**src/rtl/baud_gen_pkg.sv**
```systemverilog
package baud_gen_pkg;
    typedef enum logic [1:0] {
        SRC_MASTER = 2'd0,
        SRC_PIN_A  = 2'd1,
        SRC_PIN_B  = 2'd2,
        SRC_NONE   = 2'd3
    } src_e;

    typedef enum logic [1:0] {
        PATH_GEN   = 2'd0,
        PATH_DIV16 = 2'd1,
        PATH_DIV32 = 2'd2,
        PATH_DIV64 = 2'd3
    } path_e;

    typedef enum logic [1:0] {
        ST_IDLE  = 2'd0,
        ST_RUN   = 2'd1,
        ST_FAULT = 2'd2
    } state_e;
endpackage

```
**src/rtl/baud_cfg_regs.sv**
```systemverilog
module baud_cfg_regs
    import baud_gen_pkg::*;
#(
    parameter int TC_W = 16
) (
    input  logic            clk,
    input  logic            rst_n,
    input  logic            we_i,
    input  logic            addr_i,
    input  logic [TC_W-1:0] wdata_i,
    output logic [TC_W-1:0] tc_o,
    output logic            en_o,
    output src_e            src_o,
    output path_e           path_o
);
    always_ff @(posedge clk) begin
        if (!rst_n) begin
            tc_o   <= '0;
            en_o   <= 1'b0;
            src_o  <= SRC_MASTER;
            path_o <= PATH_GEN;
        end else if (we_i) begin
            if (!addr_i) begin
                tc_o <= wdata_i;
            end else begin
                en_o   <= wdata_i[0];
                src_o  <= src_e'(wdata_i[2:1]);
                path_o <= path_e'(wdata_i[4:3]);
            end
        end
    end

    assert_tc_write_R2: assert property (@(posedge clk) disable iff (!rst_n)
        (we_i && !addr_i) |=> (tc_o == $past(wdata_i)));
endmodule

```
**src/rtl/baud_brg.sv**
```systemverilog
module baud_brg #(
    parameter int TC_W = 16
) (
    input  logic            clk,
    input  logic            rst_n,
    input  logic            load_i,
    input  logic            step_i,
    input  logic [TC_W-1:0] tc_i,
    output logic            pulse_o
);
    localparam int CNT_W = TC_W + 1;

    logic [CNT_W-1:0] cnt_q;
    logic             phase_q;
    logic [CNT_W-1:0] reload;

    assign reload  = {1'b0, tc_i} + CNT_W'(1);
    assign pulse_o = step_i && (cnt_q == '0) && !phase_q;

    always_ff @(posedge clk) begin
        if (!rst_n) begin
            cnt_q   <= '0;
            phase_q <= 1'b1;
        end else if (load_i) begin
            cnt_q   <= reload;
            phase_q <= 1'b1;
        end else if (step_i) begin
            if (cnt_q == '0) begin
                cnt_q   <= reload;
                phase_q <= ~phase_q;
            end else begin
                cnt_q <= cnt_q - CNT_W'(1);
            end
        end
    end

    assert_phase_on_terminal_R3: assert property (@(posedge clk) disable iff (!rst_n)
        (phase_q != $past(phase_q)) |-> ($past(load_i) || ($past(step_i) && $past(cnt_q) == '0)));
endmodule

```
**src/rtl/baud_presc.sv**
```systemverilog
module baud_presc
    import baud_gen_pkg::*;
#(
    parameter int DC_W = 2
) (
    input  logic  clk,
    input  logic  rst_n,
    input  logic  load_i,
    input  logic  step_i,
    input  path_e path_i,
    output logic  pulse_o
);
    logic [DC_W-1:0] dc_q;
    logic [DC_W-1:0] limit;

    always_comb begin
        unique case (path_i)
            PATH_DIV32: limit = DC_W'(1);
            PATH_DIV64: limit = DC_W'(3);
            default:    limit = '0;
        endcase
    end

    assign pulse_o = step_i && (dc_q >= limit);

    always_ff @(posedge clk) begin
        if (!rst_n || load_i) begin
            dc_q <= '0;
        end else if (step_i) begin
            dc_q <= (dc_q >= limit) ? '0 : dc_q + DC_W'(1);
        end
    end

    assert_presc_range_R5: assert property (@(posedge clk) disable iff (!rst_n)
        (!load_i && !$past(load_i) && $stable(path_i)) |-> (dc_q <= limit));
endmodule

```
**src/rtl/bit_tick_ctr.sv**
```systemverilog
module bit_tick_ctr #(
    parameter int OVS = 16
) (
    input  logic clk,
    input  logic rst_n,
    input  logic load_i,
    input  logic pulse_i,
    output logic last_o
);
    localparam int CNT_W = $clog2(OVS);

    logic [CNT_W-1:0] cnt_q;

    assign last_o = pulse_i && (cnt_q == CNT_W'(OVS - 1));

    always_ff @(posedge clk) begin
        if (!rst_n || load_i) begin
            cnt_q <= '0;
        end else if (pulse_i) begin
            cnt_q <= (cnt_q == CNT_W'(OVS - 1)) ? '0 : cnt_q + CNT_W'(1);
        end
    end

    assert_last_needs_pulse_R8: assert property (@(posedge clk) disable iff (!rst_n)
        last_o |-> pulse_i);
endmodule

```
**src/rtl/baud_clock_gen.sv**
```systemverilog
module baud_clock_gen
    import baud_gen_pkg::*;
#(
    parameter int TC_W = 16,
    parameter int OVS  = 16
) (
    input  logic            clk,
    input  logic            rst_n,
    input  logic            cfg_we_i,
    input  logic            cfg_addr_i,
    input  logic [TC_W-1:0] cfg_wdata_i,
    input  logic            tick_mst_i,
    input  logic            tick_pa_i,
    input  logic            tick_pb_i,
    output logic            x16_tick_o,
    output logic            bit_tick_o,
    output logic            cfg_err_o
);
    logic [TC_W-1:0] tc;
    logic            en;
    src_e            src;
    path_e           path;
    state_e          state_q, state_d;
    logic            sel_tick, legal, running, load;
    logic            gen_step, div_step, gen_pulse, div_pulse, x16_pulse, bit_last;

    baud_cfg_regs #(.TC_W(TC_W)) regs_i (
        .clk(clk), .rst_n(rst_n), .we_i(cfg_we_i), .addr_i(cfg_addr_i),
        .wdata_i(cfg_wdata_i), .tc_o(tc), .en_o(en), .src_o(src), .path_o(path)
    );

    always_comb begin
        unique case (src)
            SRC_MASTER: sel_tick = tick_mst_i;
            SRC_PIN_A:  sel_tick = tick_pa_i;
            SRC_PIN_B:  sel_tick = tick_pb_i;
            default:    sel_tick = 1'b0;
        endcase
    end

    always_comb begin
        if (path == PATH_GEN) legal = (src == SRC_MASTER) || (src == SRC_PIN_A);
        else                  legal = (src == SRC_PIN_A) || (src == SRC_PIN_B);
    end

    always_comb begin
        state_d = state_q;
        unique case (state_q)
            ST_IDLE:  if (en) state_d = legal ? ST_RUN : ST_FAULT;
            ST_RUN:   if (!en) state_d = ST_IDLE;
                      else if (!legal) state_d = ST_FAULT;
            ST_FAULT: if (!en) state_d = ST_IDLE;
            default:  state_d = ST_IDLE;
        endcase
    end

    always_ff @(posedge clk) begin
        if (!rst_n) state_q <= ST_IDLE;
        else        state_q <= state_d;
    end

    assign running  = (state_q == ST_RUN) && en && legal;
    assign load     = (state_q != ST_RUN);
    assign gen_step = running && sel_tick && (path == PATH_GEN);
    assign div_step = running && sel_tick && (path != PATH_GEN);

    baud_brg #(.TC_W(TC_W)) brg_i (
        .clk(clk), .rst_n(rst_n), .load_i(load), .step_i(gen_step),
        .tc_i(tc), .pulse_o(gen_pulse)
    );

    baud_presc #(.DC_W(2)) presc_i (
        .clk(clk), .rst_n(rst_n), .load_i(load), .step_i(div_step),
        .path_i(path), .pulse_o(div_pulse)
    );

    assign x16_pulse = (path == PATH_GEN) ? gen_pulse : div_pulse;

    bit_tick_ctr #(.OVS(OVS)) bits_i (
        .clk(clk), .rst_n(rst_n), .load_i(load), .pulse_i(x16_pulse),
        .last_o(bit_last)
    );

    always_ff @(posedge clk) begin
        if (!rst_n) begin
            x16_tick_o <= 1'b0;
            bit_tick_o <= 1'b0;
            cfg_err_o  <= 1'b0;
        end else begin
            x16_tick_o <= x16_pulse;
            bit_tick_o <= bit_last;
            cfg_err_o  <= cfg_err_o || (state_d == ST_FAULT);
        end
    end

    assert_bit_with_x16_R8: assert property (@(posedge clk) disable iff (!rst_n)
        bit_tick_o |-> x16_tick_o);
    assert_err_sticky_R7: assert property (@(posedge clk) disable iff (!rst_n)
        cfg_err_o |=> cfg_err_o);
    assert_quiet_illegal_R7: assert property (@(posedge clk) disable iff (!rst_n)
        !legal |=> (!x16_tick_o && !bit_tick_o));
    assert_quiet_not_run_R3: assert property (@(posedge clk) disable iff (!rst_n)
        (state_q != ST_RUN) |=> !x16_tick_o);
    assert_fault_flags_R7: assert property (@(posedge clk) disable iff (!rst_n)
        (state_q == ST_FAULT) |-> cfg_err_o);
endmodule

```
**config.mk**
```make
export PLATFORM = sky130hd
export DESIGN_NAME = baud_clock_gen
export DESIGN_NICKNAME = d
export VERILOG_FILES = /design/src/rtl/baud_gen_pkg.sv /design/src/rtl/baud_cfg_regs.sv /design/src/rtl/baud_brg.sv /design/src/rtl/baud_presc.sv /design/src/rtl/bit_tick_ctr.sv /design/src/rtl/baud_clock_gen.sv
export SDC_FILE = /design/constraint.sdc
export NUM_CORES = 1
export LEC_CHECK = 0
export ABC_CLOCK_PERIOD_IN_PS = 7000
export BUFFER_PORTS_ARGS = -buffer_cell sky130_fd_sc_hd__buf_2
export CORE_UTILIZATION = 64
export DETAILED_ROUTE_END_ITERATION = 10
export PLACE_DENSITY = 0.85
export SETUP_SLACK_MARGIN = 0.05
export SLEW_MARGIN = 10
export SYNTH_ARGS = -nofsm -noshare
export SYNTH_HDL_FRONTEND = slang
export SYNTH_SLANG_ARGS = --single-unit
```
**constraint.sdc**
```tcl
create_clock -name clk -period 7 [get_ports clk]
set_input_delay 0.7 -clock clk [delete_from_list [all_inputs] [get_ports clk]]
set_output_delay 0.7 -clock clk [all_outputs]
set_load 0.05 [all_outputs]
```
==> results of run 1 <==
[Yosys cell counts (2+ instances only)]
cell	instances	area (um2)
sky130_fd_sc_hd__or4b_2	2	20.0
sky130_fd_sc_hd__mux2i_1	5	50.1
sky130_fd_sc_hd__or2_2	2	12.5
sky130_fd_sc_hd__nand2_1	61	229
sky130_fd_sc_hd__nor2_1	20	75.1
sky130_fd_sc_hd__xnor2_1	13	114
sky130_fd_sc_hd__buf_6	2	22.5
sky130_fd_sc_hd__and2_1	4	25.0
sky130_fd_sc_hd__o21ai_1	2	10.0
sky130_fd_sc_hd__clkbuf_1	18	67.6
sky130_fd_sc_hd__inv_1	8	30.0
sky130_fd_sc_hd__a21o_1	3	22.5
sky130_fd_sc_hd__or4_4	2	22.5
sky130_fd_sc_hd__nor2b_1	2	12.5
sky130_fd_sc_hd__o21ai_0	8	40.0
sky130_fd_sc_hd__nand2b_1	4	25.0
sky130_fd_sc_hd__a32o_1	4	40.0
sky130_fd_sc_hd__o211ai_1	2	15.0
sky130_fd_sc_hd__a211o_1	2	17.5
sky130_fd_sc_hd__nor4_1	9	56.3
sky130_fd_sc_hd__a21oi_1	17	85.1
sky130_fd_sc_hd__a211oi_1	2	15.0
sky130_fd_sc_hd__nand3_1	18	90.1
sky130_fd_sc_hd__buf_2	3	15.0
sky130_fd_sc_hd__nor3_1	17	85.1
sky130_fd_sc_hd__o21a_1	2	15.0
sky130_fd_sc_hd__and3_1	2	12.5
sky130_fd_sc_hd__a21boi_0	23	173
sky130_fd_sc_hd__or3_1	4	25.0
sky130_fd_sc_hd__ha_1	6	75.1
sky130_fd_sc_hd__dfxtp_1	50	1000
sky130_fd_sc_hd__o22ai_1	4	25.0
sky130_fd_sc_hd__o221a_2	4	45.0
sky130_fd_sc_hd__nand4_1	7	43.8
sky130_fd_sc_hd__or4_1	5	37.5
sky130_fd_sc_hd__xor2_1	4	35.0
sky130_fd_sc_hd__a311o_1	2	20.0
[worst register-to-register path, delay by kind of cell (launching register included)]
| family | cells | cell delay, ns |
|---|---|---|
| compound gates | 2 | 0.53 |
| simple gates | 3 | 1.42 |
| fa+ha+maj | 1 | 0.15 |
| flops | 1 | 0.34 |
| buf+inv | 1 | 0.11 |
[layout make-up]
cell class	count	area, um2	area share (%)
clock inverters	1	8.76	0.283
multi-input cells	280	1760	56.8
clock buffers	7	96.3	3.12
well taps	52	65.1	2.11
inverters	8	30.0	0.972
repair buffers	26	133	4.29
flip-flops and latches	50	1000	32.4
[cells by family after synthesis]
kind of cell / Yosys count / synth area share (%)
flip-flops: 50 / 34.4
adder cells (fa/ha/maj): 6 / 2.58
XOR/XNOR: 17 / 5.11
AND/OR/NAND/NOR: 165 / 29.0
buffers and inverters: 32 / 5.33
AO/OA/AOI/OAI: 86 / 21.5
multiplexers: 6 / 2.10
[worst min path at each step]
stage	cells past startpoint	to	from	slack, ns
floorplan	2	brg_i.cnt_q[7]	brg_i.cnt_q[7]	0.45
global placement	2	cfg_err_o	cfg_err_o	0.44
detailed placement	2	cfg_err_o	cfg_err_o	0.45
CTS	2	cfg_err_o	cfg_err_o	0.47
global route	2	cfg_err_o	cfg_err_o	0.51
finish	2	cfg_err_o	cfg_err_o	0.46
[layer usage]
metal,GRT usage [%],vias up,routed length [um]
li1,-,1328,-
met1,38.7,1199,2950
met2,42.8,123,2820
met3,7.27,11,458
met4,7.03,0,69
met5,0,-,0
[cell usage in the layout, fill, tap and decap left out, types with 7 or more instances in the layout]
cell type / netlist / layout
sky130_fd_sc_hd__nand2_1: 61 / 61
sky130_fd_sc_hd__dfxtp_1: 50 / 50
sky130_fd_sc_hd__buf_2: 3 / 25
sky130_fd_sc_hd__a21boi_0: 23 / 23
sky130_fd_sc_hd__nor2_1: 20 / 20
sky130_fd_sc_hd__nand3_1: 18 / 18
sky130_fd_sc_hd__nor3_1: 17 / 17
sky130_fd_sc_hd__a21oi_1: 17 / 17
sky130_fd_sc_hd__xnor2_1: 13 / 13
sky130_fd_sc_hd__nor4_1: 9 / 9
sky130_fd_sc_hd__inv_1: 8 / 8
sky130_fd_sc_hd__o21ai_0: 8 / 8
sky130_fd_sc_hd__nand4_1: 7 / 7
sky130_fd_sc_hd__clkbuf_8: 0 / 7
[state kept, by name, summed over array words and instances (netlist names)]
register,count
state_q,2
regs_i.en_o,1
regs_i.src_o,2
bit_tick_o,1
brg_i.cnt_q,17
bits_i.cnt_q,4
cfg_err_o,1
x16_tick_o,1
regs_i.tc_o,16
brg_i.phase_q,1
regs_i.path_o,2
presc_i.dc_q,2
[through the flow]
stage / setup slack (ns) / cell area (um2) / utilization [%] / total power, uW / instances
3_3_place_gp: 4.48 / 2990 / 68.6 / 408 / 416
2_1_floorplan: 4.56 / 2910 / - / 392 / 362
5_1_grt: 4.15 / 3090 / 71.0 / 620 / 424
4_1_cts: 4.41 / 3090 / 71.0 / 596 / 424
3_5_place_dp: 4.43 / 2990 / 68.6 / 410 / 416
6_report: 4.35 / 3090 / 71.0 / 597 / 424
[power breakdown]
group / leakage [uW] / internal [uW] / total (uW) / switching, uW
sequential: 0.000407 / 295 / 308 / 12.6
combinational: 0.000629 / 39.7 / 100 / 60.5
clock: 0.0000544 / 90.7 / 189 / 98.5
==> metrics list, run 1 <==
* Power Density: 193 mW/mm2
- Initial drt markers: 336
* Number of buffers inserted by post-CTS setup repair: 0
* Number of hold buffers added after CTS: 0
- Count of nets left with antenna violations after detail routing: 0
- Max VDD drop: 0.141 mV
* Starting density of the core: 66.9%
* Count of endpoints failing setup in the final report: 0
- Total standard cell area after synthesis: between 0.002 and 0.003 mm2
- Flip-flop and latch count after synthesis: 50
* Leak: 0.00109 uW
- Setup repair after global routing left no endpoint under its margin.
- Dividing the detail-routed via count by the number of cells gives 6.28.
- After synthesis, the share of flip-flops with an asynchronous set or reset is 0%.
- Clock tree synthesis inserted a total of 5 buffers.
* Number of different library cells in the post-synthesis netlist: 56
- The first global-routing pass estimated about 11000 um of wire.
* Result of the run: finished clean
* WP data required: 7.21 ns
* Yosys warning total: 0
- The die covers 0.00482 mm2.
- After detailed routing, the average wire length per cell comes to 14.9 um.
* Gr usage total: between 20% and 30%
* Worst R2R End: brg_i.cnt_q[14]
- Actual slew at the worst max-slew pin: 1.19 ns
- In this run, post-CTS repair resized a total of 0 instances.
- Wires add up to 6300 um.
* Buffer type at the clock tree root: sky130_fd_sc_hd__clkbuf_8
- Before antenna repair, the detailed router went through 6 iterations.
- Fill cells in the final layout number approximately 350.
* Stages on worst setup path: 7
* CP Launch Type: register
- From synthesis to final layout, the design area changed by 6.10%.
* Area of the placeable core: approximately 0.0044 mm2
* Count of max-cap constraint violations: 0
- Final clock skew: 0.00276 ns
- Of all nets on the critical path, the largest fanout is 18.
* Leftover overflow at the end of global routing: 0
* Setup crit start: brg_i.cnt_q[0]
- In this design, the stage delay of the slowest critical-path cell is 0.65 ns.
- Class of the tightest hold or removal check: register to register
- Synthesis produced 362 cells.
- Nets in the synthesized netlist: 391
- Antenna violations before repair: 0
- Buffer and inverter count on the worst path: 1
- The clock passes through at most 2 buffers.
* Clock latency at the later pin of the worst-skew pair: 0.31 ns
- Subtracting the final worst setup slack from the clock period gives 2.65 ns.
- The H-tree was split into 2 levels.
- Routability-driven placement finished with a final weighted congestion of 0.875.
- Critical path, cell by cell: inv_1, ha_1, or4b_2, nor4_4, nor2_1, a21o_1, a32o_1
- CTS clock-pin slew for the worst setup and hold paths: about 0.09 ns
- Worst flop-to-flop path startpoint: brg_i.cnt_q[0]
* Critical path endpoint: brg_i.cnt_q[14]
- For this run, design rule violations remaining after detail routing come to 0.
* Fmax achieved: 377 MHz
- Final Hold Fails: 0
* Capturing element type of the critical path: register
- Of the available clock period, the critical path in the final layout requires 37.9%.
* Via count of the first global-routing pass: between 2000 and 2500
- WP data arrival: 2.86 ns
- In this run the tightest slew margin relative to its limit is 20.3%.
* Maximum number of pins on one net before global-route repair: 47
* Number of inserted diodes: 0
- Reg-to-reg setup timing slack: 4.35 ns
- Leading register cell type out of synthesis: sky130_fd_sc_hd__dfxtp_1
* Die boundary height: just under 70 um
* Total count of max-transition violations in the final report: 0
* Site Rows: 24
- Summing the sequential cell areas from Yosys gives roughly a third of the chip area.
* Synthesized area per cell: 8.05 um2
- Hold slack: 0.461 ns
- Share of layout cells above drive strength 1: between 10 and 15%
* Clock Sinks: 50
* Boundary pin count: 26
* Detailed-route via count: 2661
- TritonCTS built the clock tree.
* Final-stage net count: 400
- Detailed placement ended at an HPWL of approximately 4300 um.
* FF-to-FF path depth: 7
- On the critical path the largest part of the delay comes from simple AND/OR/NAND/NOR gates.
* Post-route setup TNS: 0 ns
* EDFF count, synth: 0
- The critical path is of the register to register type.
- The die is 69.5 um wide.
- For this design, the slowest cell found on the critical path is sky130_fd_sc_hd__or4b_2.
- In this run the tool buffered the top-level ports with 25 buffer cells.
No activity file was read; power rests on OpenSTA's default activity.
==> run 2, diff against run 1 <==
--- a/config.mk
+++ b/config.mk
@@ -5,11 +5,11 @@
 export SDC_FILE = /design/constraint.sdc
 export NUM_CORES = 1
 export LEC_CHECK = 0
-export ABC_CLOCK_PERIOD_IN_PS = 7000
+export ABC_CLOCK_PERIOD_IN_PS = 2700
 export BUFFER_PORTS_ARGS = -buffer_cell sky130_fd_sc_hd__buf_2
-export CORE_UTILIZATION = 64
+export CORE_UTILIZATION = 59
 export DETAILED_ROUTE_END_ITERATION = 10
-export PLACE_DENSITY = 0.85
+export PLACE_DENSITY = 0.79
 export SETUP_SLACK_MARGIN = 0.05
 export SLEW_MARGIN = 10
 export SYNTH_ARGS = -nofsm -noshare
==> constraint.sdc (replaced) <==
create_clock -name clk -period 2.7 [get_ports clk]
set_input_delay 0.27 -clock clk [delete_from_list [all_inputs] [get_ports clk]]
set_output_delay 0.27 -clock clk [all_outputs]
set_load 0.05 [all_outputs]
==> metrics list, run 2 (same netlist as run 1, synthesis figures left out) <==
- The flow ran to the end, and the final reports show no timing, DRC or antenna violations.
- The global routing usage on met2 is 41.0% (-1.8 points).
- Maximum number of pins on one net before global-route repair: 25 (-47%)
* Buffer type at the clock tree root: sky130_fd_sc_hd__clkbuf_8
- The largest registers in the layout are brg_i.cnt_q: 17 flops, regs_i.tc_o: 16 flops, bits_i.cnt_q: 4 flops.
* Hpwl dp: 4530 um (+5.9%)
- Final Hold Fails: 0 (unchanged)
- Compared with the post-synthesis result, the final layout area differs by 7.99%.
* Class of the tightest hold or removal check: input port to register
- Final-stage net count: 407 (+1.8%)
* Count of max-cap constraint violations: 0 (unchanged)
- The combined area of the multi-input logic cells was 0.00177 mm2 (+0.57%).
* Via count of the first global-routing pass: 2325 (-3.4%)
- Routed wire length: 6260 um (-0.76%)
- The detailed-routing iteration count for the pre-antenna-repair pass is 4 (-2).
- The area inside the core boundary was 0.00472 mm2 (+8.5%).
- Total Die Area: 0.00522 mm2 (+8.2%)
* Boundary pin count: 26 (unchanged)
- Site Rows: 25 (+4.2%)
- The count of final setup violators came to 0 (unchanged).
- The data arrival time of the critical path came to 2.76 ns (-0.10 ns).
- TritonCTS built the clock tree.
- Setup repair after global routing left no endpoint under its margin.
* Power Density: 474 mW/mm2 (+150%)
* Utilization after layout: 66.6% (-4.4 points)
- The fmax was 390 MHz (+3.3%).
- The clock insertion delay at the later pin of the skew report came to 0.30 ns (about the same).
- Chip width: 72.3 um (+4.0%)
- Clock Sinks: 50 (unchanged)
- In the layout the commonest cells are sky130_fd_sc_hd__nand2_1, sky130_fd_sc_hd__dfxtp_1, sky130_fd_sc_hd__buf_2.
- The relative max-transition margin came to 20.2% (-0.071 points).
* Ratio of final minimum period to clock period: 95.0% (+57 points)
- WP data required: 2.89 ns (-4.32 ns)
* Reg-to-reg setup timing slack: 0.13 ns (-4.21 ns)
- The maximum net fanout on the critical path is 14 (-4).
* Leak: 0.00112 uW (+2.4%)
* Final instance area: 0.00315 mm2 (+1.8%)
- For this design, the slowest cell found on the critical path is sky130_fd_sc_hd__or4_1.
- Buffer and inverter count on the worst path: 0 (-1)
- Die boundary height: 72.3 um (+4.0%)
- The number of I/O port buffers is 25 (unchanged).
- Max reg flops: 17 (unchanged)
- The signal on the critical path passes through or4_1, or4_4, nand2_8, mux2_2, a32o_1.
- The number of antenna violations at the first check in global routing is 0 (unchanged).
- The worst setup path is captured at a register.
* Grt met1 use: 37.7% (-0.96 points)
* Final clock skew: 0.0102 ns (+0.00748 ns)
- The number of buffers created by CTS came to 5 (unchanged).
* Max VDD drop: 0.271 mV (+92%)
- The routability congestion estimate was 0.898 (+2.6%).
- Starting density of the core: 61.7% (-5.2 points)
- The number of diodes was 0 (unchanged).
* Post-route minimum period: 2.57 ns (-0.0854 ns)
- The number of placed instances, taps included was 438 (+5.3%).
- met2 is the most crowded layer.
- Share of layout cells above drive strength 1: 15.3% (+1.6 points)
- The H-tree level count was 2 (unchanged).
- Total count of max-transition violations in the final report: 0 (unchanged)
- The via count is 2584 (-2.9%).
- Total design power: 1490 uW (+150%)
- Initial drt markers: 328 (-2.4%)
- DRC violation count after routing: 0 (unchanged)
- Gr usage total: 26.5% (-1.3 points)
- Worst flop-to-flop path startpoint: brg_i.cnt_q[4]
- The first-pass GRT wire length came to 11000 um (-0.13%).
- Largest register by flop count: brg_i.cnt_q
- Drt wl/cell: 14.1 um (-5.4%)
* Leftover overflow at the end of global routing: 0 (unchanged)
* Post-place instance area: 0.00306 mm2 (+2.4%)
- The ratio of routed vias to standard cells was 5.81 (-7.5%).
- Dominant delay contributor by cell family on the critical path: simple AND/OR/NAND/NOR gates
- CTS clock-pin slew for the worst setup and hold paths: 0.09 ns (about the same)
- The met3 layer usage reported by global route is 3.89% (-3.4 points).
- The startpoint identified for the worst hold timing path is cfg_wdata_i[9].
- The critical path is of the register to register type.
- Most frequent standard cell in the layout excluding fill and tap cells: sky130_fd_sc_hd__nand2_1
- Max incr delay on CP: 0.72 ns (+0.07 ns)
- The worst setup path is launched from a register.
- The transition at the pin with the smallest max-transition slack came to 1.19 ns (+0.00106 ns).
- The number of nets still failing antenna checks after routing was 0 (unchanged).
- Non-filler instance count after layout: 445 (+5.0%)
- The sum of negative setup slack came to 0 ns (unchanged).
* Fill cell total of the finished layout: 408 (+17%)
* Sequential standard cell area: 0.00100 mm2 (unchanged)
- The largest buffer count on any clock path was 2 (unchanged).
- Tracing the worst setup path back leads to its startpoint at brg_i.cnt_q[4].
## run 2: metrics by stage
stage / hold WS, ns / worst slack (ns)
final: 0.210 / 0.134
after global routing: 0.207 / 0.0533
after CTS: 0.202 / 0.111
after detailed placement: 0.447 / 0.132
after global placement: 0.439 / 0.192
after floorplan: 0.415 / 0.256
## run 2: metal layers
layer  vias to the layer above  share of wire (%)
met1                      1169                 50
met2                        71                 44
met3                         9                4.7
li1                       1335                  -
met4                         0                1.5
met5                         -                  0
## run 2: final timing paths
path,endpoint,depth (start not counted)
setup / recovery,brg_i.cnt_q[6],5
hold / removal,regs_i.tc_o[9],3
setup reg to reg,brg_i.cnt_q[6],5
hold reg to reg,cfg_err_o,2
## run 2: where the power goes
group	leakage, uW	switching [uW]	internal [uW]
registers	0.000407	31.1	765
clock network	0.0000438	243	175
logic	0.000666	160	117
## run 2: layout make-up
class                   count  share of cell area, %
flip-flops and latches     50                   31.8
multi-input cells         280                   56.2
inverters                   8                  0.955
clock inverters             2                  0.318
clock buffers               5                   2.19
repair buffers             33                   5.89
well taps                  67                   2.67
## run 2: what timing repair did
| action | CTS | global route |
|---|---|---|
| gates resized for setup | 0 | 2 |
| setup endpoints to repair | 0 | 2 |
| endpoints found under the hold margin | 0 | 0 |
| hold buffers | 0 | 0 |
| buffers inserted | 0 | 0 |
## run 2: worst register-to-register path: cells and delay by family (launching register included)
kind            cells  cell delay (ns)
compound gates      1             0.20
flops               1             0.37
mux                 1             0.35
simple gates        3             1.55
